$ cat config.mk
export PLATFORM = sky130hd
export DESIGN_NAME = i2c_stretch_slave
export DESIGN_NICKNAME = d
export VERILOG_FILES = /design/src/rtl/i2cs_pkg.sv /design/src/rtl/i2cs_sync.sv /design/src/rtl/i2cs_timer.sv /design/src/rtl/i2c_stretch_slave.sv
export SDC_FILE = /design/constraint.sdc
export NUM_CORES = 1
export LEC_CHECK = 0
export BUFFER_PORTS_ARGS = -buffer_cell sky130_fd_sc_hd__buf_2
export CAP_MARGIN = 0
export CORE_MARGIN = 2
export CORE_UTILIZATION = 31
export DETAILED_ROUTE_END_ITERATION = 8
export GPL_TIMING_DRIVEN = 0
export PLACE_DENSITY = 0.54
export SLEW_MARGIN = 40
export SYNTH_ARGS = -nofsm -noshare
export SYNTH_HDL_FRONTEND = slang
export SYNTH_SLANG_ARGS = --single-unit
$ cat constraint.sdc
create_clock -name clk -period 7.22 [get_ports clk]
set_input_delay 0.722 -clock clk [delete_from_list [all_inputs] [get_ports clk]]
set_output_delay 0.722 -clock clk [all_outputs]
set_load 0.05 [all_outputs]
$ cat src/rtl/i2cs_pkg.sv
package i2cs_pkg;
    typedef enum logic [2:0] {
        ST_IDLE,
        ST_ADDR,
        ST_ACK,
        ST_HOLD,
        ST_RX,
        ST_TX,
        ST_TACK,
        ST_NACK
    } i2cs_state_e;
endpackage

$ cat src/rtl/i2cs_sync.sv
module i2cs_sync #(
    parameter int W      = 2,
    parameter int STAGES = 2
) (
    input  logic         clk,
    input  logic         rst_n,
    input  logic [W-1:0] d,
    output logic [W-1:0] q
);
    logic [W-1:0] pipe [STAGES];

    for (genvar s = 0; s < STAGES; s++) begin : g_stage
        if (s == 0) begin : g_first
            always_ff @(posedge clk or negedge rst_n) begin
                if (!rst_n) pipe[s] <= '1;
                else        pipe[s] <= d;
            end
        end else begin : g_next
            always_ff @(posedge clk or negedge rst_n) begin
                if (!rst_n) pipe[s] <= '1;
                else        pipe[s] <= pipe[s-1];
            end
        end
    end

    assign q = pipe[STAGES-1];
endmodule

$ cat src/rtl/i2cs_timer.sv
module i2cs_timer #(
    parameter int TOUT_W = 16
) (
    input  logic              clk,
    input  logic              rst_n,
    input  logic              run,
    input  logic              kick,
    input  logic [TOUT_W-1:0] limit,
    output logic              expire
);
    logic [TOUT_W-1:0] cnt_q;

    always_ff @(posedge clk or negedge rst_n) begin
        if (!rst_n)               cnt_q <= '0;
        else if (!run || kick)    cnt_q <= '0;
        else if (cnt_q != '1)     cnt_q <= cnt_q + 1'b1;
    end

    assign expire = run && !kick && (cnt_q == limit);
endmodule

$ cat src/rtl/i2c_stretch_slave.sv
module i2c_stretch_slave
    import i2cs_pkg::*;
#(
    parameter int DATA_W      = 8,
    parameter int TOUT_W      = 16,
    parameter int SYNC_STAGES = 2
) (
    input  logic              clk,
    input  logic              rst_n,
    input  logic              scl_i,
    input  logic              sda_i,
    output logic              scl_oe,
    output logic              sda_oe,
    input  logic [DATA_W-2:0] own_addr,
    input  logic              tx_mode,
    input  logic [TOUT_W-1:0] tout_limit,
    input  logic              host_wr,
    input  logic [DATA_W-1:0] host_wdata,
    input  logic              host_rd,
    output logic [DATA_W-1:0] host_rdata,
    input  logic              irq_clr,
    output logic              irq,
    output logic              busy,
    output logic              addr_match,
    output logic              rw_flag,
    output logic              tout_flag
);
    localparam int CNT_W = $clog2(DATA_W + 1);
    localparam logic [CNT_W-1:0] RX_LAST = CNT_W'(DATA_W);
    localparam logic [CNT_W-1:0] TX_LAST = CNT_W'(DATA_W - 1);

    logic [1:0] line_s;
    logic       scl_s, sda_s, scl_p, sda_p;
    logic       scl_rise, scl_fall, start_c, stop_c;
    logic       tout_exp, host_go, addr_hit;

    i2cs_state_e       state_q, state_d;
    logic [CNT_W-1:0]  bit_q;
    logic [DATA_W-1:0] sh_q, rx_q;
    logic              rw_q, match_q, busy_q, ack_q, irq_q, tout_q;

    i2cs_sync #(.W(2), .STAGES(SYNC_STAGES)) u_sync (
        .clk(clk), .rst_n(rst_n), .d({scl_i, sda_i}), .q(line_s)
    );

    assign scl_s    = line_s[1];
    assign sda_s    = line_s[0];
    assign scl_rise = scl_s & ~scl_p;
    assign scl_fall = ~scl_s & scl_p;
    assign start_c  = scl_s & scl_p & sda_p & ~sda_s;
    assign stop_c   = scl_s & scl_p & ~sda_p & sda_s;
    assign addr_hit = (sh_q[DATA_W-1:1] == own_addr);
    assign host_go  = (state_q == ST_HOLD) && (tx_mode ? host_wr : host_rd);

    i2cs_timer #(.TOUT_W(TOUT_W)) u_timer (
        .clk(clk), .rst_n(rst_n),
        .run(state_q != ST_IDLE),
        .kick(scl_rise | scl_fall),
        .limit(tout_limit),
        .expire(tout_exp)
    );

    // next-state logic
    always_comb begin
        state_d = state_q;
        if (tout_exp)     state_d = ST_IDLE;
        else if (start_c) state_d = ST_ADDR;
        else if (stop_c)  state_d = ST_IDLE;
        else begin
            unique case (state_q)
                ST_IDLE: ;
                ST_ADDR: if (scl_fall && bit_q == RX_LAST)
                             state_d = addr_hit ? ST_ACK : ST_IDLE;
                ST_ACK:  if (scl_fall) state_d = ST_HOLD;
                ST_HOLD: if (host_go) state_d = tx_mode ? ST_TX : ST_RX;
                ST_RX:   if (scl_fall && bit_q == RX_LAST) state_d = ST_ACK;
                ST_TX:   if (scl_fall && bit_q == TX_LAST) state_d = ST_TACK;
                ST_TACK: if (scl_fall) state_d = ack_q ? ST_HOLD : ST_NACK;
                ST_NACK: ;
            endcase
        end
    end

    // state register and datapath
    always_ff @(posedge clk or negedge rst_n) begin
        if (!rst_n) begin
            state_q <= ST_IDLE;
            bit_q   <= '0;
            sh_q    <= '0;
            rx_q    <= '0;
            rw_q    <= 1'b0;
            match_q <= 1'b0;
            busy_q  <= 1'b0;
            ack_q   <= 1'b0;
            irq_q   <= 1'b0;
            tout_q  <= 1'b0;
            scl_p   <= 1'b1;
            sda_p   <= 1'b1;
        end else begin
            scl_p   <= scl_s;
            sda_p   <= sda_s;
            state_q <= state_d;

            if (start_c || state_d != state_q)
                bit_q <= '0;
            else if ((state_q == ST_ADDR || state_q == ST_RX) && scl_rise)
                bit_q <= bit_q + 1'b1;
            else if (state_q == ST_TX && scl_fall)
                bit_q <= bit_q + 1'b1;

            if (host_go && tx_mode)
                sh_q <= host_wdata;
            else if ((state_q == ST_ADDR || state_q == ST_RX) && scl_rise)
                sh_q <= {sh_q[DATA_W-2:0], sda_s};
            else if (state_q == ST_TX && scl_fall)
                sh_q <= {sh_q[DATA_W-2:0], 1'b1};

            if (state_q == ST_RX && state_d == ST_ACK)
                rx_q <= sh_q;

            if (state_q == ST_ADDR && state_d == ST_ACK) begin
                rw_q    <= sh_q[0];
                match_q <= 1'b1;
            end else if (start_c || stop_c || host_go) begin
                match_q <= 1'b0;
            end

            if (start_c)     busy_q <= 1'b1;
            else if (stop_c) busy_q <= 1'b0;

            if (state_q == ST_TACK && scl_rise)
                ack_q <= ~sda_s;

            if (tout_exp || (state_d == ST_HOLD && state_q != ST_HOLD))
                irq_q <= 1'b1;
            else if (host_go || (irq_clr && state_q != ST_HOLD))
                irq_q <= 1'b0;

            if (tout_exp)     tout_q <= 1'b1;
            else if (irq_clr) tout_q <= 1'b0;
        end
    end

    // outputs
    always_comb begin
        scl_oe     = (state_q == ST_HOLD);
        sda_oe     = (state_q == ST_ACK) || (state_q == ST_TX && !sh_q[DATA_W-1]);
        host_rdata = rx_q;
        irq        = irq_q;
        busy       = busy_q;
        addr_match = match_q;
        rw_flag    = rw_q;
        tout_flag  = tout_q;
    end
endmodule

# --- Yosys cells after proc, flatten, opt, wreduce, memory -nomap -nowiden ---
# Index checks and enable logic that the tools add are counted.
op_classes:
  n_addsub: 2
  n_mul: 0
  div: 0
  order_cmp: 0
  n_eq_ne: 15
  n_shift: 0
  n_mux: 30
  bitwise: 12
  reduce_logical: 33
op_table:
  columns: ["cell", "n"]
  rows:
  - ["$mux W16", 2]
  - ["$mux W3", 10]
  - ["$mux W8", 3]
  - ["$pmux W3 S6", 1]
  - ["$add A16 B1 Y16 const B", 1]
  - ["$eq A16 B16 Y1", 1]
  - ["$ne A16 B16 Y1 const B", 1]
  - ["$logic_and A1 B1 Y1", 14]
  - ["$eq A3 B2 Y1 const B", 4]
  - ["$mux W4", 3]
  - ["$mux W1", 10]
  - ["$reduce_bool A2 Y1", 5]
  - ["$eq A3 B3 Y1 const B", 3]
  - ["$reduce_bool A3 Y1", 3]
  - ["$logic_or A1 B1 Y1", 8]
  - ["$and A1 B1 Y1", 7]
  - ["$eq A7 B7 Y1", 1]
  - ["$add A4 B1 Y4 const B", 1]
  - ["$eq A4 B3 Y1 const B", 1]
  - ["$eq A4 B4 Y1 const B", 1]
  - ["$not A1 Y1", 4]
  - ["$eq A3 B1 Y1 const B", 1]
  - ["$logic_not A1 Y1", 3]
  - ["$ne A3 B2 Y1 const B", 1]
  - ["other kinds (3)", 3]
totals:
  regBits: 51
  latch_bits: 0
  ramBits: 0
  rom_bits: 0
  inputBits: 39
  output_inout_bits: 15
  wordCells: 107
  mem_count: 0

# --- Longest topological paths before layout ---
depth:
  word_depth: 12
  depth_mapped: 9

# --- By module ---
# From an unflattened synthesis, not the netlist that was laid out.
hier_totals:
  hier_cells: 315
  hier_area_um2: 3113.0
modules_own_cells:
  columns: ["module", "n_inst", "cells_each", "area_per_inst_um2"]
  rows:
  - ["i2c_stretch_slave", 1, 187, 1864.3]
  - ["i2cs_timer", 1, 122, 1128.6]
  - ["i2cs_sync", 1, 6, 120.1]

# --- Least setup slack after synthesis ---
# Ideal clock, no wire load.
synth_timing:
  kind: "reg2reg"
  from: "reg u_sync.pipe, in the netlist u_sync.q[1]"
  to: "reg bit_q[0]"
  setup_time_ps: 101
  arrival_ps: 2407
  t_required_ps: 7119
  setup_slack_ps: 4712
  stages_incl_launch_ff: 9
  n_path_buf: 0
  synth_period_minus_slack_ps: 2508
  cell_sequence: "dfstp_2 > inv_1 > ha_1 > o31ai_4 > or3_1 > or2_1 > nand2b_4 > a2111o_1 > nor4_1"
synth_between:
  elab_chain_cells: 11
  elab_cells_between_ends: 30
  classes_between: "1 x eq/ne; 11 x mux; 9 x bitwise; 9 x reduce/logical"
synth_rtl:
  columns: ["element", "line_no", "text"]
  rows:
  - ["start, declared", "i2cs_sync.sv:10", "logic [W-1:0] pipe [STAGES];"]
  - ["start signal, assigned by index", "i2cs_sync.sv:21", "else pipe[s] <= pipe[s-1];"]
  - ["$not A1 Y1", "i2c_stretch_slave.sv:49", "assign scl_fall = ~scl_s & scl_p;"]
  - ["$and A1 B1 Y1", "i2c_stretch_slave.sv:49", null]
  - ["$logic_and A1 B1 Y1 (on tied branches)", "i2c_stretch_slave.sv:77, i2c_stretch_slave.sv:72, i2c_stretch_slave.sv:76", null]
  - ["$mux W3 (on tied branches)", "i2c_stretch_slave.sv:77, i2c_stretch_slave.sv:72, i2c_stretch_slave.sv:76", null]
  - ["$pmux W3 S6", "i2c_stretch_slave.sv:70", "unique case (state_q)"]
  - ["$mux W3", "i2c_stretch_slave.sv:68", "else if (stop_c) state_d = ST_IDLE;"]
  - ["$mux W3", "i2c_stretch_slave.sv:67", "else if (start_c) state_d = ST_ADDR;"]
  - ["$mux W3", "i2c_stretch_slave.sv:66", "if (tout_exp) state_d = ST_IDLE;"]
  - ["$ne A3 B3 Y1", "i2c_stretch_slave.sv:104", "if (start_c || state_d != state_q)"]
  - ["$logic_or A1 B1 Y1", "i2c_stretch_slave.sv:104", null]
  - ["$reduce_bool A3 Y1 (no line) or $mux W4 (tied branches)", null, null]
  - ["end signal, assigned", "i2c_stretch_slave.sv:107", "bit_q <= bit_q + 1'b1;"]
  - ["end signal, assigned", "i2c_stretch_slave.sv:109", "bit_q <= bit_q + 1'b1;"]
  - ["end, declared", "i2c_stretch_slave.sv:38", "logic [CNT_W-1:0] bit_q;"]
# Parallel ways exist; a longest one is shown, timed or not.
# A chain may end at the register's enable or synchronous reset.

# --- Worst setup path after layout ---
layout_timing:
  from: "reg u_sync.pipe, in the netlist u_sync.q[1]"
  to: "reg rx_q[7], in the netlist host_rdata[7]"
layout_between:
  elab_chain_cells: 10
  elab_cells_between_ends: 25
  classes_between: "1 x eq/ne; 9 x mux; 9 x bitwise; 6 x reduce/logical"
layout_rtl:
  columns: ["element", "line_no", "text"]
  rows:
  - ["$not A1 Y1", "i2c_stretch_slave.sv:49", null]
  - ["$and A1 B1 Y1", "i2c_stretch_slave.sv:49", null]
  - ["$logic_and A1 B1 Y1 (on tied branches)", "i2c_stretch_slave.sv:77, i2c_stretch_slave.sv:72, i2c_stretch_slave.sv:76", null]
  - ["$mux W3 (on tied branches)", "i2c_stretch_slave.sv:77, i2c_stretch_slave.sv:72, i2c_stretch_slave.sv:76", null]
  - ["$pmux W3 S6", "i2c_stretch_slave.sv:70", null]
  - ["$mux W3", "i2c_stretch_slave.sv:68", null]
  - ["$mux W3", "i2c_stretch_slave.sv:67", null]
  - ["$mux W3 *", "i2c_stretch_slave.sv:66", null]
  - ["$eq A3 B2 Y1 *", "i2c_stretch_slave.sv:118", "if (state_q == ST_RX && state_d == ST_ACK)"]
  - ["$logic_and A1 B1 Y1 *", "i2c_stretch_slave.sv:118", null]
  - ["end signal, assigned", "i2c_stretch_slave.sv:119", "rx_q <= sh_q;"]
  - ["end, declared", "i2c_stretch_slave.sv:39", "logic [DATA_W-1:0] sh_q, rx_q;"]
# Every way passes the cells marked *; elsewhere a longest branch is shown, timed or not.

==> flow_metrics.env <==
export IMPL_run_status="completed"
export IMPL_cp_data_required_time_ps=7420
export IMPL_hold_violations=0
export IMPL_critical_path_slowest_cell="dfstp_2"
export IMPL_clk_pin_slew_ps=100
export IMPL_synth_yosys_seq_area_share_pct=44.8
export IMPL_initial_utilization_pct=31.5
export IMPL_tritoncts_clock_tree="built"
export IMPL_gp_congestion=0.811
export IMPL_pin_count_of_the_biggest_net_entering_global_routing=52
export IMPL_pin_count=54
export IMPL_critical_path_max_stage_delay_ps=580
export IMPL_synth_area_leaders="dfrtp_1, xor2_1, dfstp_2"
export IMPL_timing_final_max_slew_violations=0
export IMPL_critical_path_startpoint="u_sync.q[1]$_DFF_PN1_"
export IMPL_rr_endpoint="host_rdata[7]$_DFFE_PN0P_"
export IMPL_proportion_of_netlist_area_held_by_the_largest_area_contributor_pct=39.3
export IMPL_layout_area_seq_um2=1280
export IMPL_clock_skew_ps=14.0
export IMPL_reg2reg_from="u_sync.q[1]$_DFF_PN1_"
export IMPL_grt_remaining_overflow=0
export IMPL_place_detailed_hpwl_um=5070
export IMPL_mean_post_synth_cell_area_um2=9.82
export IMPL_synthesis_nets=337
export IMPL_post_synth_edffs=0
export IMPL_yosysUniqueCellTypes=54
export IMPL_top_usage_layer="met2"
export IMPL_power_per_cell_area_nw_per_um2=265
export IMPL_grt_use_met1_pct=20.0
export IMPL_timing_final_crit_share_pct=39.6
export IMPL_final_setup_tns_ps=0
export IMPL_syn_cell_area_um2=2870
export IMPL_finalWorstPathRequiredPeriod_ps=2860
export IMPL_antenna_violations_before_repair=0
export IMPL_vias=2341
export IMPL_grt_first_pass_wirelength_um=11200
export IMPL_synth_warnings=0
export IMPL_drt_iter0_markers=102
export IMPL_global_route_usage_met2_pct=22.5
export IMPL_dieArea_um2=10000
export IMPL_critical_path_buf_inv_count=1
export IMPL_number_of_antenna_repair_diodes=0
export IMPL_cts_root_to_sink_buffers=2
export IMPL_finish_instance_area_um2=3370
export IMPL_ff_to_ff_setup_slack_ps=4360
export IMPL_critical_path_depth=8
export IMPL_critical_path_endpoint_type="flip-flop"
export IMPL_fmax_ghz=0.350
export IMPL_syn_inst=292
export IMPL_vias_per_cell=5.05
export IMPL_multi_input_comb_area_um2=1510
export IMPL_ctsHtreeMaxLevel=2
export IMPL_yosysTopAreaCell="dfrtp_1"
export IMPL_routed_wire_length_per_instance_um=14.8
export IMPL_timing_worst_setup_path_type="flip-flop to flip-flop"
export IMPL_cts_num_sinks=51
export IMPL_max_cap_violations=0
export IMPL_synth_common_cells="dfrtp_1, nand2_1, xor2_1, nor2_1, o21ai_0"
export IMPL_drtPass1Iterations=4
export IMPL_cell_with_the_most_instances_after_synthesis="dfrtp_1"
export IMPL_met3_usage_pct=2.23
export IMPL_timing_critical_path_fanout_max=8
export IMPL_fin_util_pct=37.0
export IMPL_drive_above_1_share_pct=23.5
export IMPL_postSynthRegisterBits=51
export IMPL_ctsResizeCount=0
export IMPL_count_of_fill_cells_added_during_filler_insertion=964
export IMPL_critical_path_top_delay_family="simple AND/OR/NAND/NOR gates"
export IMPL_syn_to_final_growth_pct=17.4
export IMPL_crit_path_start_kind="flip-flop"
export IMPL_io_buf_count=53
export IMPL_total_leakage_power_nw=1.56
export IMPL_worst_endpoint_arrival_ps=3060
export IMPL_rsz0062_at_grt="false"
export IMPL_core_region_area_um2=9110
export IMPL_setup_violations=0
export IMPL_cts_hold_repair_buffers=0
export IMPL_routed_wl_um=6860
export IMPL_worst_hold_path_num_cells=0
export IMPL_remaining_drc_errors=0
export IMPL_timing_critical_path_cells="inv_1 > ha_1 > o31ai_4 > or3_1 > or2_1 > nand2b_4 > nand4_1 > mux2_2"
export IMPL_die_width_um=100
export IMPL_ir_drop_mv=0.104
export IMPL_hp_class="flip-flop to flip-flop"
export IMPL_slew_limit_headroom_pct=47.6
export IMPL_route_antenna_remaining_nets=0
export IMPL_ys_async_sr_fraction_pct=100
export IMPL_grt_util_all_layers_pct=14.1
export IMPL_rr_worst_depth=8
export IMPL_clock_latency_ps=320
export IMPL_critPathCapture="host_rdata[7]$_DFFE_PN0P_"
export IMPL_grt_pass1_vias=2314
export IMPL_numCtsBuffers=5
export IMPL_clockRootBuffer="clkbuf_8"
export IMPL_dominantRegCellSynth="dfrtp_1"
export IMPL_nets=397
export IMPL_die_height_um=100
export IMPL_cell_area_after_placement_um2=3270
export IMPL_hold_start="u_sync.pipe[3]$_DFF_PN1_"
export IMPL_std_cell_rows=35
export IMPL_tightestPinTransition_ps=778
export IMPL_post_cts_buffers=0
==> final cells by class <==
cell class                      count  area share (%)
Buffer                              9            1.12
Clock buffer                        5            2.04
Clock inverter                      3           0.669
Inverter                           11            1.23
Multi-Input combinational cell    221            44.7
Sequential cell                    51            38.1
Tap cell                          111            4.13
Timing Repair Buffer               53            7.96
==> sequential cells by signal (all words and copies together), names as in the netlist, 2 cells and up <==
signal         count
u_sync.pipe        2
state_q            3
u_timer.cnt_q     16
host_rdata         8
bit_q              4
u_sync.q           2
sh_q               8
==> kinds of logic after synthesis <==
group / synth area share (%)
buf+inv: 2.75
flops: 44.8
simple gates: 21.0
compound gates: 10.5
mux: 7.02
xor+xnor: 11.3
fa+ha+maj: 2.62
==> stage by stage <==
| step | power [mW] | cells | setup WS (ps) | hold WS (ps) |
|---|---|---|---|---|
| 2_1_floorplan | 0.625 | 292 | 4710 | 345 |
| 3_3_place_gp | 0.717 | 456 | 4380 | 347 |
| 3_5_place_dp | 0.723 | 456 | 4370 | 349 |
| 4_1_cts | 0.899 | 464 | 4350 | 364 |
| 5_1_grt | 0.952 | 464 | 4240 | 368 |
| 6_report | 0.891 | 464 | 4360 | 363 |
==> how the worst min path moves through the flow <==
stage                            endpoint  slack [ps]
finish              u_sync.q[1]$_DFF_PN1_         360
global route        u_sync.q[1]$_DFF_PN1_         370
CTS                 u_sync.q[0]$_DFF_PN1_         360
detailed placement  u_sync.q[0]$_DFF_PN1_         350
global placement    u_sync.q[0]$_DFF_PN1_         350
floorplan           u_sync.q[0]$_DFF_PN1_         350
==> layout by cell type (no fill, tap or decap), types with 3 or more instances in the layout <==
| master | n |
|---|---|
| nand2_1 | 32 |
| inv_1 | 11 |
| and3_1 | 5 |
| clkbuf_8 | 5 |
| o21ai_0 | 16 |
| dfrtp_1 | 45 |
| nand3_1 | 7 |
| ha_1 | 6 |
| and2_1 | 6 |
| nor2b_1 | 6 |
| xor2_1 | 25 |
| mux2i_1 | 10 |
| mux2_2 | 9 |
| dfstp_2 | 6 |
| nor2_1 | 24 |
| nand4_1 | 6 |
| a21oi_1 | 3 |
| nor3_1 | 5 |
| clkbuf_1 | 5 |
| xnor2_1 | 12 |
| buf_2 | 55 |
| nor4_1 | 9 |
| o211ai_1 | 3 |
==> power by group <==
| part | switching [mW] | internal [mW] |
|---|---|---|
| Combinational | 0.197 | 0.130 |
| Clock | 0.104 | 0.0697 |
| Sequential | 0.0569 | 0.333 |
| Total | 0.358 | 0.533 |
==> metal layers <==
metal	routed length [um]	vias up
li1	-	1140
met5	0	-
met1	3290	1145
met4	60	0
met3	234	8
met2	3280	48
(Power assumes the default switching activity.)
